--- config.mk ---
export PLATFORM = sky130hd
export DESIGN_NAME = wdt_two_stage
export DESIGN_NICKNAME = d
export VERILOG_FILES = /design/src/rtl/wdt_pkg.sv /design/src/rtl/wdt_prescaler.sv /design/src/rtl/wdt_stage_ctrl.sv /design/src/rtl/wdt_event_out.sv /design/src/rtl/wdt_two_stage.sv
export SDC_FILE = /design/constraint.sdc
export NUM_CORES = 1
export LEC_CHECK = 0
export BUFFER_PORTS_ARGS = -buffer_cell sky130_fd_sc_hd__buf_4
export CORE_MARGIN = 2
export CORE_UTILIZATION = 52
export CTS_CLUSTER_DIAMETER = 30
export CTS_CLUSTER_SIZE = 25
export DETAILED_ROUTE_END_ITERATION = 7
export PLACE_DENSITY = 0.82
export SLEW_MARGIN = 30
export SYNTH_ARGS = -nofsm -noshare
export SYNTH_HDL_FRONTEND = slang
export SYNTH_HIERARCHICAL = 1
export SYNTH_SLANG_ARGS = --single-unit
export TNS_END_PERCENT = 10
--- constraint.sdc ---
create_clock -name clk -period 10.4 [get_ports clk]
set_clock_uncertainty 0.15 [all_clocks]
set_input_delay 0.52 -clock clk [delete_from_list [all_inputs] [get_ports clk]]
set_output_delay 0.52 -clock clk [all_outputs]
set_load 0.005 [all_outputs]
--- src/rtl/wdt_pkg.sv ---
package wdt_pkg;
  typedef enum logic [1:0] {
    INT_IRQ  = 2'b00,
    INT_RSVD = 2'b01,
    INT_SMI  = 2'b10,
    INT_OFF  = 2'b11
  } int_sel_e;
endpackage

--- src/rtl/wdt_prescaler.sv ---
module wdt_prescaler #(
  parameter int PSC_W     = 15,
  parameter int FAST_LOG2 = 5
) (
  input  logic clk,
  input  logic rst,
  input  logic run_i,
  input  logic clear_i,
  input  logic fast_i,
  output logic tick_o
);
  localparam logic [PSC_W-1:0] SLOW_TERM = {PSC_W{1'b1}};
  localparam logic [PSC_W-1:0] FAST_TERM = PSC_W'((1 << FAST_LOG2) - 1);

  logic [PSC_W-1:0] psc_q;
  logic [PSC_W-1:0] term;

  always_comb begin
    term   = fast_i ? FAST_TERM : SLOW_TERM;
    tick_o = run_i && (psc_q >= term);
  end

  always_ff @(posedge clk) begin
    if (rst || !run_i || clear_i || tick_o) psc_q <= '0;
    else                                    psc_q <= psc_q + 1'b1;
  end
endmodule

--- src/rtl/wdt_stage_ctrl.sv ---
module wdt_stage_ctrl #(
  parameter int PRE_W = 20
) (
  input  logic             clk,
  input  logic             rst,
  input  logic             en_i,
  input  logic             reload_i,
  input  logic             free_run_i,
  input  logic             tick_i,
  input  logic [PRE_W-1:0] pre1_i,
  input  logic [PRE_W-1:0] pre2_i,
  output logic             run_o,
  output logic             stage2_o,
  output logic             restart_o,
  output logic             exp1_o,
  output logic             exp2_o
);
  localparam logic [PRE_W-1:0] ONE = PRE_W'(1);

  logic [PRE_W-1:0] remain_q;
  logic             en_q;
  logic             start1;
  logic             last;

  function automatic logic [PRE_W-1:0] ticks_of(input logic [PRE_W-1:0] p);
    return (p == '0) ? ONE : p;
  endfunction

  always_comb begin
    start1    = en_i && (!en_q || reload_i);
    last      = run_o && tick_i && (remain_q <= ONE);
    exp1_o    = en_i && !start1 && last && !stage2_o;
    exp2_o    = en_i && !start1 && last && stage2_o;
    restart_o = start1 || exp1_o || (exp2_o && free_run_i);
  end

  always_ff @(posedge clk) begin
    if (rst) begin
      en_q     <= 1'b0;
      run_o    <= 1'b0;
      stage2_o <= 1'b0;
      remain_q <= '0;
    end else begin
      en_q <= en_i;
      if (!en_i) begin
        run_o <= 1'b0;
      end else if (start1) begin
        run_o    <= 1'b1;
        stage2_o <= 1'b0;
        remain_q <= ticks_of(pre1_i);
      end else if (exp1_o) begin
        stage2_o <= 1'b1;
        remain_q <= ticks_of(pre2_i);
      end else if (exp2_o) begin
        if (free_run_i) begin
          stage2_o <= 1'b0;
          remain_q <= ticks_of(pre1_i);
        end else begin
          run_o <= 1'b0;
        end
      end else if (run_o && tick_i) begin
        remain_q <= remain_q - 1'b1;
      end
    end
  end

  AST_HALT_WHEN_OFF: assert property (@(posedge clk) disable iff (rst)
    !en_i |=> !run_o);
  AST_STAGE2_FROM_RUN: assert property (@(posedge clk) disable iff (rst)
    $rose(stage2_o) |-> $past(run_o));
endmodule

--- src/rtl/wdt_event_out.sv ---
module wdt_event_out
  import wdt_pkg::*;
(
  input  logic       clk,
  input  logic       rst,
  input  logic       exp1_i,
  input  logic       exp2_i,
  input  logic [1:0] int_type_i,
  input  logic       reboot_en_i,
  input  logic       flag_clr_i,
  output logic       irq_o,
  output logic       smi_o,
  output logic       sys_rst_o,
  output logic       timeout_flag_o
);
  logic set_flag;

  always_comb set_flag = exp2_i && reboot_en_i;

  always_ff @(posedge clk) begin
    if (rst) begin
      irq_o          <= 1'b0;
      smi_o          <= 1'b0;
      sys_rst_o      <= 1'b0;
      timeout_flag_o <= 1'b0;
    end else begin
      irq_o     <= exp1_i && (int_type_i == INT_IRQ);
      smi_o     <= exp1_i && (int_type_i == INT_SMI);
      sys_rst_o <= set_flag;
      if (set_flag)        timeout_flag_o <= 1'b1;
      else if (flag_clr_i) timeout_flag_o <= 1'b0;
    end
  end

  AST_IRQ_SMI_EXCL: assert property (@(posedge clk) disable iff (rst)
    !(irq_o && smi_o));
  AST_RST_SINGLE: assert property (@(posedge clk) disable iff (rst)
    sys_rst_o |=> !sys_rst_o);
  AST_RST_WITH_FLAG: assert property (@(posedge clk) disable iff (rst)
    sys_rst_o |-> timeout_flag_o);
  AST_FLAG_STICKY: assert property (@(posedge clk) disable iff (rst)
    (timeout_flag_o && !flag_clr_i) |=> timeout_flag_o);
endmodule

--- src/rtl/wdt_two_stage.sv ---
module wdt_two_stage #(
  parameter int PRE_W     = 20,
  parameter int PSC_W     = 15,
  parameter int FAST_LOG2 = 5
) (
  input  logic             clk,
  input  logic             rst,
  input  logic             en_i,
  input  logic             free_run_i,
  input  logic             reload_i,
  input  logic             flag_clr_i,
  input  logic             scale_fast_i,
  input  logic [1:0]       int_type_i,
  input  logic             reboot_en_i,
  input  logic [PRE_W-1:0] preload1_i,
  input  logic [PRE_W-1:0] preload2_i,
  output logic             irq_o,
  output logic             smi_o,
  output logic             sys_rst_o,
  output logic             stage2_o,
  output logic             timeout_flag_o
);
  logic run, restart, tick, exp1, exp2;

  wdt_prescaler #(.PSC_W(PSC_W), .FAST_LOG2(FAST_LOG2)) u_psc (
    .clk(clk), .rst(rst), .run_i(run), .clear_i(restart),
    .fast_i(scale_fast_i), .tick_o(tick)
  );

  wdt_stage_ctrl #(.PRE_W(PRE_W)) u_ctrl (
    .clk(clk), .rst(rst), .en_i(en_i), .reload_i(reload_i),
    .free_run_i(free_run_i), .tick_i(tick), .pre1_i(preload1_i),
    .pre2_i(preload2_i), .run_o(run), .stage2_o(stage2_o),
    .restart_o(restart), .exp1_o(exp1), .exp2_o(exp2)
  );

  wdt_event_out u_evt (
    .clk(clk), .rst(rst), .exp1_i(exp1), .exp2_i(exp2),
    .int_type_i(int_type_i), .reboot_en_i(reboot_en_i),
    .flag_clr_i(flag_clr_i), .irq_o(irq_o), .smi_o(smi_o),
    .sys_rst_o(sys_rst_o), .timeout_flag_o(timeout_flag_o)
  );
endmodule

* Yosys cells after proc, flatten, opt, wreduce, memory -nomap -nowiden
Cells that the tools add are included.
Word-level totals: output and inout bits 5, bits in registers 42, word-level logic and storage cells 70
Operators by class: muxes and demuxes 18, bitwise operators 1, magnitude comparators 2, reduce and logical (&&, ||, !) cells 34, equality and inequality tests 4, $add $sub $neg 2
Operator list (count):
- $mux W20 | 7
- $logic_not A20 Y1 | 2
- $le A20 B1 Y1 const B | 1
- $sub A20 B1 Y20 const B | 1
- $add A15 B1 Y15 const B | 1
- $ge A15 B15 Y1 | 1
- $mux W15 | 1
- $logic_and A1 B1 Y1 | 12
- $mux W1 | 10
- $reduce_and A3 Y1 | 3
- $logic_or A1 B1 Y1 | 6
- $reduce_bool A3 Y1 | 2
- $logic_not A1 Y1 | 4
- $ne A4 B3 Y1 const B | 1
- $reduce_bool A2 Y1 | 2
- $reduce_bool A4 Y1 | 1
- $eq A2 B2 Y1 const B | 1
- $logic_not A2 Y1 | 1
- $ne A2 B1 Y1 const B | 1
- $ne A2 B2 Y1 const B | 1
- $reduce_or A2 Y1 | 1
- $not A1 Y1 | 1

* Longest topological paths before layout
depth in word-level cells 11, depth in mapped cells 16, gate-level depth less buffers 13

* By module
The synthesis kept the hierarchy.
By module, submodules not included:
- wdt_stage_ctrl | times used 1, area an instance 1968.1 sq um, sequential area each 460.4 sq um, cells each 270
- wdt_prescaler | times used 1, area an instance 925.9 sq um, sequential area each 300.3 sq um, cells each 103
- wdt_event_out | times used 1, area an instance 126.4 sq um, sequential area each 80.1 sq um, cells each 10

* Worst setup path after synthesis
Ideal clock, no wire load.
path type input port to flip-flop, start point input scale_fast_i, end point register u_psc.psc_q[10], arrival time 3.495 ns, stages on the path 16, setup slack 6.634 ns, library setup time 0.121 ns, required time 10.129 ns, path through ha_1 -> nand4_1 -> or4_4 -> nand2_1 -> o21a_1 -> nand3_1 -> or2_2 -> clkbuf_1 -> nor4_4 -> buf_2 -> nand2_1 -> nand2_1 -> nor2_1 -> nand4_4 -> buf_6 -> nor3_1
On the way: cells in the longest elaborated chain, start to end 11
Ends and longest elaborated chain:
- start, declared | RTL line wdt_two_stage.sv:12 | input logic scale_fast_i,
- $mux W15 (*) | RTL line wdt_prescaler.sv:19 | term = fast_i ? FAST_TERM : SLOW_TERM;
- $ge A15 B15 Y1 (*) | RTL line wdt_prescaler.sv:20 | tick_o = run_i && (psc_q >= term);
- $logic_and A1 B1 Y1 (*) | RTL line wdt_prescaler.sv:20
- via tick | RTL line wdt_two_stage.sv:23 | logic run, restart, tick, exp1, exp2;
- $logic_and A1 B1 Y1 (*) (2 in a row) | RTL line wdt_stage_ctrl.sv:31 | last = run_o && tick_i && (remain_q <= ONE);
- $logic_and A1 B1 Y1 (*) | RTL line wdt_stage_ctrl.sv:32, wdt_stage_ctrl.sv:33
- $logic_and A1 B1 Y1, on equally long branches | RTL line wdt_stage_ctrl.sv:32, wdt_stage_ctrl.sv:33
- $logic_or A1 B1 Y1 / $logic_and A1 B1 Y1 (equally long branches) | RTL line wdt_stage_ctrl.sv:34 | restart_o = start1 || exp1_o || (exp2_o && free_run_i);
- $logic_or A1 B1 Y1 (*) | RTL line wdt_stage_ctrl.sv:34
- via restart | RTL line wdt_two_stage.sv:23
- $logic_or A1 B1 Y1 (*) (2 in a row) | RTL line wdt_prescaler.sv:24 | if (rst || !run_i || clear_i || tick_o) psc_q <= '0;
- end signal, assigned | RTL line wdt_prescaler.sv:25 | else psc_q <= psc_q + 1'b1;
- end, declared | RTL line wdt_prescaler.sv:15 | logic [PSC_W-1:0] psc_q;
The timed path passes the listed nets; every way through them passes the cells marked *. A chain may end at the register's enable or synchronous reset.

* Worst setup path after layout
start point register u_psc.psc_q[8], end point register u_ctrl.remain_q[7]
On the way: cells in the longest elaborated chain, start to end 9
Ends and longest elaborated chain:
- $ge A15 B15 Y1 (*) | RTL line wdt_prescaler.sv:20
- $logic_and A1 B1 Y1 (*) | RTL line wdt_prescaler.sv:20
- via tick | RTL line wdt_two_stage.sv:23
- $logic_and A1 B1 Y1 (*) | RTL line wdt_stage_ctrl.sv:31, wdt_stage_ctrl.sv:61
- $logic_and A1 B1 Y1 | RTL line wdt_stage_ctrl.sv:31
- $logic_and A1 B1 Y1 | RTL line wdt_stage_ctrl.sv:32, wdt_stage_ctrl.sv:33
- $logic_and A1 B1 Y1 | RTL line wdt_stage_ctrl.sv:33 | exp2_o = en_i && !start1 && last && stage2_o;
- $mux W20 | RTL line wdt_stage_ctrl.sv:54 | end else if (exp2_o) begin
- $mux W20 | RTL line wdt_stage_ctrl.sv:51 | end else if (exp1_o) begin
- $mux W20 | RTL line wdt_stage_ctrl.sv:47 | end else if (start1) begin
- end signal, assigned | RTL line wdt_stage_ctrl.sv:50 | remain_q <= ticks_of(pre1_i);
- end signal, assigned | RTL line wdt_stage_ctrl.sv:53 | remain_q <= ticks_of(pre2_i);
- end signal, assigned | RTL line wdt_stage_ctrl.sv:57 | remain_q <= ticks_of(pre1_i);
- end, declared | RTL line wdt_stage_ctrl.sv:20 | logic [PRE_W-1:0] remain_q;
Marked as above.

==> summary.md <==
| Metric | Value |
|---|---|
| Die width | 80.2 microns |
| Leading area contributor after synthesis | dfxtp_1 |
| CP max FO | 16 |
| Mapped cell area | 0.00302 sq mm |
| Routed vias/inst | 6.52 |
| Power Dens Cells | 106 mW/mm^2 |
| Post-synthesis sequential area ratio | 0.278 |
| WL final | 9040 microns |
| WP buf/inv | 1 |
| Top-count cell post-synth | dfxtp_1 |
| Tcrit/Tclk final | 0.381 |
| Post-synth EDFFs | 0 |
| Fin crit period | 3970 ps |
| Max IR drop VDD | 0.0000870 V |
| Clk slew on worst S/H paths | 90 ps |
| Status | completed |
| # rows | 27 |
| Core region area | 0.00557 sq mm |
| DRC viols | 0 |
| IO Port Bufs | 54 |
| DRT iter0 DRCs | 414 |
| Max-slew violation count | 0 |
| P&R area growth vs syn | 16.9% |
| RSZ-0062 raised after global routing | no |
| # Max-Cap Violations | 0 |
| Initial antenna violation count | 0 |
| Critical Path AT | 4020 ps |
| Total GRT Usage | 0.288 |
| Worst-case clock buffer depth | 2 |
| Routability Congestion | 0.939 |
| Root buf cell | clkbuf_8 |
| CP Capture Point | u_ctrl/remain_q[7]$_SDFFE_PP0P_ |
| Mapped Nets | 446 |
| DR WL/cell | 18.0 microns |
| Synth Instances | 383 |
| Hold Vio Cnt, Final | 0 |
| Most frequent cell on the critical path | o21a_1 |
| Synth top area share | 0.278 |
| Setup WS pre-CTS | 5930 ps |
| H-tree depth | 2 |
| Number of diodes | 0 |
| Placed Area | 0.00343 sq mm |
| Post_cts resized | 0 |
| Die height | 80.2 microns |
| Final setup fails | 0 |
| Levels on crit path | 12 |
| # clock sinks | 42 |
| Via count | 3265 |
| Flops & latches, synth | 42 |
| Headroom to the max-slew limit | 0.407 |
| Leakage power | 0.00130 uW |
| Commonest cells in the synthesized netlist | dfxtp_1 (42), nor2_1 (35), nand2_1 (27) |
| IO Count | 55 |
| Final Net Count | 491 |
| CTS tree | built |
| Endpoint class of the critical path | flip-flop |
| Synth cell types | 53 |
| Die area | 0.00643 sq mm |
| Crit path from | u_psc/psc_q[8]$_SDFF_PP0_ |
| Crit-path max cell delay | 570 ps |
| Worst-Skew Late Latency | 300 ps |
| Top post-synthesis cells by area | dfxtp_1 (28%), ha_1 (5.4%), nor2_1 (4.3%) |
| First-pass GRT wire length | 14700 microns |
| Ys async rst share | 0 |
| Final setup margin | 6430 ps |
| CP cell instances | ha_1, a21oi_1, o21a_1, o2bb2ai_2, o21a_1, nand3_1, or2_2, nor4_4, buf_4, nor2_1, a2bb2oi_1, a211oi_1 |
| Initial core utilization | 0.542 |
| Critical path class | reg -> reg |
| Hold buffer count at cts | 0 |
| DRT Pass-1 Iters | 5 |
| Required @ worst endpoint | 10450 ps |
| Syn avg cell area | 7.89 sq um |
| R2r worst-path depth | 12 |
| Layout cells sized above 1 | 0.200 |
| # Post-CTS Setup Buffers | 0 |
| Fmax | 0.252 GHz |
| Hpwl dp | 6550 microns |
| Setup crit start kind | flip-flop |
| Measured slew at the worst slew-check pin | 890 ps |
| ANT nets after route | 0 |
| CTS buffer count | 5 |
| Finished Cell Area | 0.00353 sq mm |
| Reg2Reg Setup Slack | 6430 ps |
| Vias in the first global route | 3052 |
| Crit-path slowest cell | o2bb2ai_2 |
| Largest net degree at the start of global routing | 34 |
| Ys Warns | 6 |
| Final Util | 0.634 |
| Remaining Overflow, GRT | 0 |
| R2R Path Start | u_psc/psc_q[8]$_SDFF_PP0_ |
| CP delay by family, top | compound AO/OA/AOI/OAI gates |
| Min-Delay Path Class | in -> reg |
| Worst R2R End | u_ctrl/remain_q[7]$_SDFFE_PP0P_ |
| Ys flop type | dfxtp_1 |
| Final TNS setup | 0 ps |
worst min-delay path by stage:
| stage | startpoint | end | slack (ps) | cells after the start |
|---|---|---|---|---|
| after floorplan | u_ctrl/remain_q[5]$_SDFFE_PP0P_ | u_ctrl/remain_q[5]$_SDFFE_PP0P_ | 300 | 2 |
| after global placement | u_evt/timeout_flag_o$_SDFFE_PP0P_ | u_evt/timeout_flag_o$_SDFFE_PP0P_ | 310 | 2 |
| after detailed placement | u_evt/timeout_flag_o$_SDFFE_PP0P_ | u_evt/timeout_flag_o$_SDFFE_PP0P_ | 320 | 2 |
| after CTS | int_type_i[0] | u_evt/irq_o$_SDFF_PP0_ | 230 | 2 |
| after global routing | int_type_i[0] | u_evt/irq_o$_SDFF_PP0_ | 220 | 2 |
| final | int_type_i[0] | u_evt/irq_o$_SDFF_PP0_ | 230 | 2 |
logic make-up after synthesis:
kind of cell,Yosys count,share of synthesized area
simple gates,180,0.334
compound gates,92,0.202
flops,42,0.278
buf+inv,27,0.0427
xor+xnor,21,0.0609
fa+ha+maj,13,0.0539
mux,8,0.0282
metrics by stage:
step / std cells / power (uW) / hold WS [ps]
after detailed placement: 492 / 266 / 318
after global routing: 501 / 393 / 221
final: 501 / 374 / 234
after global placement: 492 / 265 / 312
after CTS: 500 / 374 / 226
after floorplan: 383 / 233 / 299
power breakdown:
group | internal, uW | total (uW) | switching [uW]
clock | 47.2 | 108 | 60.7
combinational | 39.5 | 91.8 | 52.3
sequential | 167 | 175 | 7.82
cell type report:
cell class                      count  area, sq um
Clock inverter                      3         21.3
Clock buffer                        5         68.8
Fill cell                         489         2040
Inverter                            9         33.8
Sequential cell                    42          841
Timing Repair Buffer               56          420
Tap cell                           72         90.1
Multi-Input combinational cell    314         2060
layout by cell type, fill, tap and decap left out, types with 5 or more instances in the layout:
cell type,netlist,routed
nand3_1,23,23
inv_1,9,9
buf_4,0,56
dfxtp_1,42,42
a21oi_1,23,23
nor2_1,35,35
or3_1,7,7
a211oi_1,12,12
nand4_1,5,5
clkbuf_8,0,5
o21ai_0,20,20
a22oi_1,8,8
ha_1,13,13
nand2_1,27,27
nand2b_1,7,7
nor4_1,19,19
xnor2_1,14,14
xor2_1,7,7
nor3_1,25,25
routing by layer:
layer	vias to the layer above	wire (microns)	global-route usage
li1	1538	-	-
met4	0	180	0.0898
met5	-	0	0
met3	28	818	0.0528
met2	177	4160	0.449
met1	1522	3880	0.400
sequential cells by signal (all words and copies together), names as in the netlist:
signal	cells
u_evt/sys_rst_o	1
u_evt/irq_o	1
u_ctrl/run_o	1
u_evt/smi_o	1
u_ctrl/remain_q	20
u_psc/psc_q	15
u_ctrl/stage2_o	1
u_ctrl/en_q	1
u_evt/timeout_flag_o	1
Power figures use the tool's default switching activity.
